--- src/rtl/rsf_pkg.sv ---
package rsf_pkg;
  typedef enum logic [1:0] {
    PEND_NONE  = 2'd0,
    PEND_EMIT  = 2'd1,
    PEND_CHECK = 2'd2
  } pend_e;

  localparam logic [3:0] IT_ICALL    = 4'd8;
  localparam logic [3:0] IT_DCALL    = 4'd9;
  localparam logic [3:0] IT_IJMP     = 4'd10;
  localparam logic [3:0] IT_DJMP     = 4'd11;
  localparam logic [3:0] IT_SWAP     = 4'd12;
  localparam logic [3:0] IT_RET      = 4'd13;
  localparam logic [3:0] IT_IJMP_LNK = 4'd14;
  localparam logic [3:0] IT_DJMP_LNK = 4'd15;

  typedef struct packed {
    logic  push;
    logic  pop;
    pend_e kind;
  } act_t;
endpackage

--- src/rtl/rsf_classify.sv ---
module rsf_classify
  import rsf_pkg::*;
(
  input  logic [3:0] itype,
  output act_t       act
);
  always_comb begin
    act = '{push: 1'b0, pop: 1'b0, kind: PEND_NONE};
    case (itype)
      IT_ICALL:               act = '{push: 1'b1, pop: 1'b0, kind: PEND_EMIT};
      IT_DCALL:               act = '{push: 1'b1, pop: 1'b0, kind: PEND_NONE};
      IT_IJMP, IT_IJMP_LNK:   act = '{push: 1'b0, pop: 1'b0, kind: PEND_EMIT};
      IT_DJMP, IT_DJMP_LNK:   act = '{push: 1'b0, pop: 1'b0, kind: PEND_NONE};
      IT_SWAP:                act = '{push: 1'b1, pop: 1'b1, kind: PEND_CHECK};
      IT_RET:                 act = '{push: 1'b0, pop: 1'b1, kind: PEND_CHECK};
      default:                act = '{push: 1'b0, pop: 1'b0, kind: PEND_NONE};
    endcase
  end
endmodule

--- src/rtl/rsf_stack.sv ---
module rsf_stack #(
  parameter int AW    = 32,
  parameter int DEPTH = 8
) (
  input  logic          clk,
  input  logic          rst_n,
  input  logic          push,
  input  logic          pop,
  input  logic [AW-1:0] wdata,
  output logic [AW-1:0] top_data,
  output logic          empty
);
  localparam int PW = (DEPTH > 1) ? $clog2(DEPTH) : 1;
  localparam int CW = $clog2(DEPTH + 1);
  localparam logic [PW-1:0] LAST = PW'(DEPTH - 1);
  localparam logic [CW-1:0] FULL = CW'(DEPTH);

  logic [AW-1:0] mem [DEPTH];
  logic [PW-1:0] ptr_q, ptr_d, ptr_inc, ptr_dec, wr_idx;
  logic [CW-1:0] cnt_q, cnt_d;
  logic          wr_en;

  assign ptr_inc  = (ptr_q == LAST) ? '0 : ptr_q + 1'b1;
  assign ptr_dec  = (ptr_q == '0) ? LAST : ptr_q - 1'b1;
  assign empty    = (cnt_q == '0);
  assign top_data = mem[ptr_q];

  always_comb begin
    ptr_d  = ptr_q;
    cnt_d  = cnt_q;
    wr_en  = 1'b0;
    wr_idx = ptr_inc;
    if (push && pop && !empty) begin
      wr_en  = 1'b1;
      wr_idx = ptr_q;
    end else if (push) begin
      wr_en  = 1'b1;
      wr_idx = ptr_inc;
      ptr_d  = ptr_inc;
      cnt_d  = (cnt_q == FULL) ? cnt_q : cnt_q + 1'b1;
    end else if (pop && !empty) begin
      ptr_d  = ptr_dec;
      cnt_d  = cnt_q - 1'b1;
    end
  end

  always_ff @(posedge clk or negedge rst_n) begin
    if (!rst_n) begin
      ptr_q <= '0;
      cnt_q <= '0;
    end else begin
      ptr_q <= ptr_d;
      cnt_q <= cnt_d;
    end
  end

  for (genvar i = 0; i < DEPTH; i++) begin : g_entry
    always_ff @(posedge clk or negedge rst_n) begin
      if (!rst_n)
        mem[i] <= '0;
      else if (wr_en && (wr_idx == PW'(i)))
        mem[i] <= wdata;
    end
  end
endmodule

--- src/rtl/rs_branch_filter.sv ---
module rs_branch_filter
  import rsf_pkg::*;
#(
  parameter int AW    = 32,
  parameter int DEPTH = 8
) (
  input  logic          clk,
  input  logic          rst_n,
  input  logic          in_valid,
  input  logic [3:0]    in_itype,
  input  logic [AW-1:0] in_addr,
  input  logic          in_compressed,
  output logic          msg_valid,
  output logic [AW-1:0] msg_target
);
  localparam logic [AW-1:0] LEN_C = AW'(2);
  localparam logic [AW-1:0] LEN_F = AW'(4);

  act_t          act;
  logic [AW-1:0] ret_addr, stk_top;
  logic          stk_empty;

  pend_e         pend_q, pend_d;
  logic [AW-1:0] pred_q, pred_d;
  logic          pred_ok_q, pred_ok_d;
  logic          mv_q, mv_d;
  logic [AW-1:0] tgt_q, tgt_d;
  logic          fire;

  rsf_classify u_cls (
    .itype (in_itype),
    .act   (act)
  );

  assign ret_addr = in_addr + (in_compressed ? LEN_C : LEN_F);

  rsf_stack #(.AW(AW), .DEPTH(DEPTH)) u_stk (
    .clk      (clk),
    .rst_n    (rst_n),
    .push     (in_valid && act.push),
    .pop      (in_valid && act.pop),
    .wdata    (ret_addr),
    .top_data (stk_top),
    .empty    (stk_empty)
  );

  always_comb begin
    fire = (pend_q == PEND_EMIT) ||
           ((pend_q == PEND_CHECK) && (!pred_ok_q || (pred_q != in_addr)));
    pend_d    = pend_q;
    pred_d    = pred_q;
    pred_ok_d = pred_ok_q;
    mv_d      = 1'b0;
    tgt_d     = tgt_q;
    if (in_valid) begin
      mv_d      = fire;
      tgt_d     = fire ? in_addr : tgt_q;
      pend_d    = act.kind;
      pred_d    = stk_top;
      pred_ok_d = !stk_empty;
    end
  end

  always_ff @(posedge clk or negedge rst_n) begin
    if (!rst_n) begin
      pend_q    <= PEND_NONE;
      pred_q    <= '0;
      pred_ok_q <= 1'b0;
      mv_q      <= 1'b0;
      tgt_q     <= '0;
    end else begin
      pend_q    <= pend_d;
      pred_q    <= pred_d;
      pred_ok_q <= pred_ok_d;
      mv_q      <= mv_d;
      tgt_q     <= tgt_d;
    end
  end

  assign msg_valid  = mv_q;
  assign msg_target = tgt_q;
endmodule

--- config.mk ---
export PLATFORM = sky130hd
export DESIGN_NAME = rs_branch_filter
export DESIGN_NICKNAME = d
export VERILOG_FILES = /design/src/rtl/rsf_pkg.sv /design/src/rtl/rsf_classify.sv /design/src/rtl/rsf_stack.sv /design/src/rtl/rs_branch_filter.sv
export SDC_FILE = /design/constraint.sdc
export NUM_CORES = 1
export LEC_CHECK = 0
export BUFFER_PORTS_ARGS = -buffer_cell sky130_fd_sc_hd__buf_2
export CAP_MARGIN = 10
export CORE_MARGIN = 10
export CORE_UTILIZATION = 45
export CTS_CLUSTER_DIAMETER = 200
export DETAILED_ROUTE_END_ITERATION = 8
export MAX_ROUTING_LAYER = met4
export PLACE_DENSITY_LB_ADDON = 0.15
export SYNTH_ARGS = -nofsm -noshare
export SYNTH_HDL_FRONTEND = slang
export SYNTH_SLANG_ARGS = --single-unit
--- constraint.sdc ---
create_clock -name clk -period 3.1 [get_ports clk]
set_input_delay 0.155 -clock clk [delete_from_list [all_inputs] [get_ports clk]]
set_output_delay 0.155 -clock clk [all_outputs]
set_load 0.1 [all_outputs]
==> After elaboration in Yosys (flattened, before gate mapping) <==
Memories as Yosys holds them, arrays and structs flattened.
Index checks and enable logic that the tools add are counted.
{ "op_classes": {"mux": 15, "n_lt_le_gt_ge": 1, "add_sub_neg": 5, "reduce_logical": 25, "bitwise": 2, "eq_ne": 13} }
{ "op_table": {"columns": ["op", "n"], "rows": [
  ["$bmux 32 s3", 1],
  ["$mux 32", 2],
  ["$add 32x3->32", 1],
  ["$ne 32x32->1", 1],
  ["$mux 3", 6],
  ["$eq 3x3->1 const B", 5],
  ["$logic_and 1x1->1", 14],
  ["$mux 4", 3],
  ["$eq 3x2->1 const B", 2],
  ["$logic_not 3->1", 2],
  ["$add 4x1->4 const B", 1],
  ["$eq 4x4->1 const B", 1],
  ["$ge 4x4->1 const B", 1],
  ["$logic_not 4->1", 1],
  ["$not 3->4", 1],
  ["$reduce_and 2->1", 2],
  ["$sub 4x1->4 const B", 1],
  ["$add 3x1->3 const B", 1],
  ["$eq 3x1->1 const B", 1],
  ["$mux 1", 3],
  ["$reduce_and 3->1", 1],
  ["$sub 3x1->3 const B", 1],
  ["$eq 2x1->1 const B", 1],
  ["$eq 2x2->1 const B", 1],
  ["5 further kinds", 7]
]} }
{ "totals": {"out_inout_bits": 33, "regBits": 331, "n_memories": 1, "input_bits": 40, "romBits": 64, "wordCells": 77} }
{ "memory_table": {"columns": ["name", "depth", "width", "read_ports", "rd_ports_with_merged_regs", "wr", "line", "text"], "rows": [
  ["(name not given)", 16, 4, 1, 0, 0, "rsf_classify.sv:9", "case (itype)"]
]} }

==> Longest topological paths before layout <==
An unclocked memory read counts as a cell.
{ "depth": {"word_depth": 7, "depth_mapped": 11, "mapped_depth_nobuf": 9} }

==> Hierarchy <==
A second synthesis with hierarchy kept.
{ "unflattened": {"cells_unflattened": 1298, "area_unflattened_um2": 17466.8} }
{ "by_module_without_submodules": {"columns": ["module", "n_inst", "cells_per_inst", "area_each_um2", "seq_area_each_um2"], "rows": [
  ["rsf_stack", 1, 740, 12398.1, 6581.3],
  ["rs_branch_filter", 1, 551, 5021.1, 1701.6],
  ["rsf_classify", 1, 7, 47.5, 0.0]
]} }

==> Worst setup path after synthesis <==
No wires, ideal clock.
{ "synth_path": {"kind": "flip-flop to flip-flop", "start": "reg u_stk.ptr_q[1]", "end": "reg u_stk.mem[0] in the netlist's numbering", "period_less_slack_ns": 3.131, "path_stages_with_launch": 12, "slack_ns": -0.031, "arrival_time_ns": 3.006, "setup_ns": 0.125, "path_buffers": 4, "required_ns": 2.975, "cell_sequence": "dfrtp_1 -> clkbuf_1 -> buf_1 -> clkbuf_1 -> inv_1 -> ha_1 -> nand2b_1 -> or2_2 -> nor4_1 -> a41o_1 -> buf_2 -> mux2_2"} }
{ "synth_between": {"elab_chain_cells": 5, "word_cells_on_any_way": 6, "cone_classes": "1 x add/sub; 2 x eq/ne; 2 x mux; 1 x reduce/logical"} }
{ "synth_lines": {"columns": ["element", "line", "text"], "rows": [
  ["start: declaration", "rsf_stack.sv:19", "logic [PW-1:0] ptr_q, ptr_d, ptr_inc, ptr_dec, wr_idx;"],
  ["start signal: assignment", "rsf_stack.sv:52", "ptr_q <= ptr_d;"],
  ["$add 3x1->3 / $eq 3x3->1 (equally long branches)", "rsf_stack.sv:23", "assign ptr_inc = (ptr_q == LAST) ? '0 : ptr_q + 1'b1;"],
  ["$mux 3", "rsf_stack.sv:23", null],
  ["$mux 3 (*)", "rsf_stack.sv:33", "if (push && pop && !empty) begin"],
  ["$eq 3x3->1 (*)", "rsf_stack.sv:61", "else if (wr_en && (wr_idx == PW'(i)))"],
  ["$logic_and 1x1->1 (*)", "rsf_stack.sv:61", null],
  ["end signal: indexed assignment", "rsf_stack.sv:62", "mem[i] <= wdata;"],
  ["end: declaration", "rsf_stack.sv:18", "logic [AW-1:0] mem [DEPTH];"]
]} }
Mark *: on every way between the ends. The rest lies on a longest branch, timed or not.
A chain may end at the register's enable or synchronous reset.

==> Worst setup path after layout <==
{ "layout_path": {"start": "reg pred_q[15]", "end": "reg tgt_q[24] (netlist: msg_target[24])"} }
{ "layout_between": {"elab_chain_cells": 5} }
{ "layout_lines": {"columns": ["element", "line", "text"], "rows": [
  ["start: declaration", "rs_branch_filter.sv:24", "logic [AW-1:0] pred_q, pred_d;"],
  ["start signal: assignment", "rs_branch_filter.sv:73", "pred_q <= pred_d;"],
  ["$ne 32x32->1", "rs_branch_filter.sv:49", "((pend_q == PEND_CHECK) && (!pred_ok_q || (pred_q != in_addr)));"],
  ["$logic_or 1x1->1", "rs_branch_filter.sv:49", null],
  ["$logic_and 1x1->1", "rs_branch_filter.sv:49", null],
  ["$logic_or 1x1->1", "rs_branch_filter.sv:48", "fire = (pend_q == PEND_EMIT) ||"],
  ["$reduce_and 2->1 (no source line)", null, null],
  ["end signal: assignment", "rs_branch_filter.sv:76", "tgt_q <= tgt_d;"],
  ["end: declaration", "rs_branch_filter.sv:27", "logic [AW-1:0] tgt_q, tgt_d;"]
]} }
No other way between the ends.

==> impl_metrics.csv <==
group,metric,value,unit
run_status,status,"complete, no violations",
clock_network,clk_latency,0.53,ns
yosys,synth_area_leaders,"dfrtp_1, mux2_2, mux4_2",
finish,seqCellArea,8290,um2
route,ant_nets,0,
yosys,synth_largest_area_cell,"dfrtp_1",
yosys,syn_inst,1462,
sta,setup_violations,0,
critical_path,path_max_fanout,12,
sta,drv_slew,0,
die,ioPinCount,73,
power,power_density,977,nW/um2
yosys,syn_area,16500,um2
clock_network,numCtsBuffers,37,
die,coreArea,36400,um2
route,drt_first_pass_iters,6,
clock_network,cts_root_buf,"clkbuf_16",
power,vdd_ir_drop_max,0.460,mV
sta,max_freq,348,MHz
route,wl,45.0,mm
route,routedWlPerCell,22.4,um
yosys,ys.flop_type,"dfrtp_1",
grt,grt_max_degree,111,
grt,grt_first_pass_wirelength,70.5,mm
grt,grtUsageTotal,20.9,%
yosys,synth_top_area_share,50.1,%
critical_path,cpLargestDelayFamily,"simple AND/OR/NAND/NOR gates",
route,drc,0,
clock_network,path_clk_slew,0.06,ns
route,via_count,11555,
finish,drive_gt1_share,28.6,%
yosys,async_flop_share,100,%
clock_network,h-tree-depth,2,
min_path,hold_path_class,"in -> reg",
placed_design,dp_hpwl,29.4,mm
grt,grt_pass1_vias,11673,
yosys,syn_nets,1512,
route,dr.first_iter.drc_count,778,
sta,finalWorstSetupSlack,0.224,ns
yosys,synth_edf_count,0,
sta,period_needed,2.88,ns
clock_network,cts_resized,0,
grt,overflow,0,
critical_path,critical_path_required,3.52,ns
critical_path,cp-start-kind,"flop",
finish,final_util,51.6,%
sta,hold_violations,0,
sta,skew,0.0104,ns
sta,max_slew_margin,26.7,%
die,die_h,212,um
critical_path,cpMaxStageDelayCell,"or3_2",
die,rows,70,
critical_path,arrival,3.30,ns
critical_path,slowest_delay,0.74,ns
placed_design,dp.cells,1940,
die,die_x,212,um
finish,area_growth,13.7,%
yosys,yosysSeqAreaShare,50.1,%
critical_path,crit_chain,"xor2_1 > nor4_1 > nand3_1 > or3_2 > buf_4 > a221oi_2",
yosys,syn_area_per_cell,11.3,um2
critical_path,end_kind,"flop",
clock_network,cts.sinks,331,
critical_path,crit_type,"reg -> reg",
sta,grt_setup_unrepaired,"no",
die,start_util,45.4,%
die,dieArea,44800,um2
sta,fin_tns_setup,0,ns
finish,fill_cells,3186,
yosys,yosys_warnings,0,
grt,grt_antenna_before_repair,4,
clock_network,cts_tree,"yes",
clock_network,cts_max_path_buffers,3,
yosys,yosysUniqueCellTypes,61,
placed_design,routabilityCongestion,0.817,
flow_run,maxCapViolations,0,
critical_path,cp_num_buf_inv,1,
finish,final_cells,2013,
sta,fin_crit_sh,92.8,%
placed_design,place_ws,0.188,ns
finish,nNetsFinal,1564,
yosys,synth_seq_cells,331,
placed_design,io_buffers,72,
finish,multiInputGateArea,7570,um2
power,p_leak,0.00826,uW
route,viasPerCell,5.74,
sta,worstMarginPinSlew,1.10,ns
[cells in the final DEF (no fill, tap or decap), types with 34 or more instances in the layout]
| cell | count |
|---|---|
| a21oi_1 | 124 |
| inv_1 | 39 |
| nor2_1 | 216 |
| buf_4 | 46 |
| mux4_2 | 64 |
| xor2_1 | 59 |
| dfrtp_1 | 328 |
| mux2_2 | 136 |
| clkbuf_16 | 39 |
| o21ai_0 | 34 |
| nand2_1 | 107 |
| xnor2_1 | 36 |
| buf_2 | 71 |
[worst register-to-register path, delay by kind of cell (launching register included)]
kind | cells | cell delay [ns]
xor+xnor | 1 | 0.21
simple gates | 3 | 1.62
buf+inv | 1 | 0.29
compound gates | 1 | 0.27
flops | 1 | 0.39
[logic make-up after synthesis]
kind of cell,share of synthesized area (%)
DFF,50.1
xor gates and xnor gates,5.04
AOI/OAI and AO/OA,10.2
adders and majority gates,0.848
buffers and inverters,4.49
muxes,18.4
and+or+nand+nor,10.9
[synthesized netlist by cell type, types with 3 or more instances]
cell      instances
dfrtp_1         331
nor2_1          216
mux2_2          136
a21oi_1         125
nand2_1         107
clkbuf_1         65
mux4_2           64
xor2_1           59
inv_1            39
buf_2            37
xnor2_1          36
o21ai_0          34
a31oi_1          32
a221oi_2         27
nor4_1           15
nand3_1          14
and3_1            9
and4_1            8
ha_1              8
buf_4             7
nand4_1           7
nor3_1            7
buf_6             6
mux2_1            6
nand2b_1          4
o22ai_1           4
a211oi_1          3
and2_1            3
buf_1             3
o22a_1            3
[per-layer routing]
metal / vias up / global-route usage (%) / routed length (um)
li1: 5265 / - / -
met1: 5912 / 29.3 / 21000
met2: 319 / 31.5 / 20500
met3: 59 / 3.62 / 2790
met4: 0 / 4.44 / 735
met5: - / - / 0
[state kept, by name, indices dropped and copies added (netlist names)]
name         count
u_stk.ptr_q      3
pred_q          32
pred_ok_q        1
msg_target      32
u_stk.cnt_q      4
pend_q           2
msg_valid        1
u_stk.mem      256
[final cells by class]
class / instances / area share (%)
well taps: 468 / 3.12
flip-flops and latches: 331 / 44.1
multi-input cells: 970 / 40.3
diodes: 4 / 0.0533
repair buffers: 133 / 5.25
inverters: 41 / 0.819
clock inverters: 14 / 0.546
clock buffers: 52 / 5.78
[timing repair]
| action | in CTS | in global routing |
|---|---|---|
| hold buffers | 3 | 0 |
| buffers inserted | 0 | 0 |
| hold endpoints to repair | 104 | 0 |
[final timing paths]
| path | from | endpoint | slack [ns] | depth (start not counted) |
|---|---|---|---|---|
| worst min-delay path | in_addr[1] | msg_target[1] | 0.04 | 3 |
| worst min register to register | u_stk.mem[71] | u_stk.mem[71] | 0.48 | 2 |
| min in group asynchronous | rst_n | msg_target[4] | 0.30 | 2 |
| max in group asynchronous | rst_n | u_stk.mem[55] | 1.80 | 3 |
| worst max register to register | pred_q[15] | msg_target[24] | 0.22 | 6 |
| worst max-delay path | pred_q[15] | msg_target[24] | 0.22 | 6 |
[report_power, final]
| part | switching [uW] | internal [uW] |
|---|---|---|
| Combinational | 3610 | 3110 |
| Sequential | 1090 | 6250 |
| Clock | 1760 | 2530 |
| Total | 6460 | 11900 |
[metrics by stage]
stage / hold WS (ns) / total power [uW] / cell area (um2)
final: 0.0358 / 18300 / 18800
after CTS: 0.0127 / 18500 / 18800
after floorplan: -0.141 / 12400 / 16500
after global routing: 0.0417 / 19500 / 18800
after detailed placement: 0.298 / 14100 / 17600
after global placement: 0.299 / 14000 / 17600
Power figures use the tool's default switching activity.
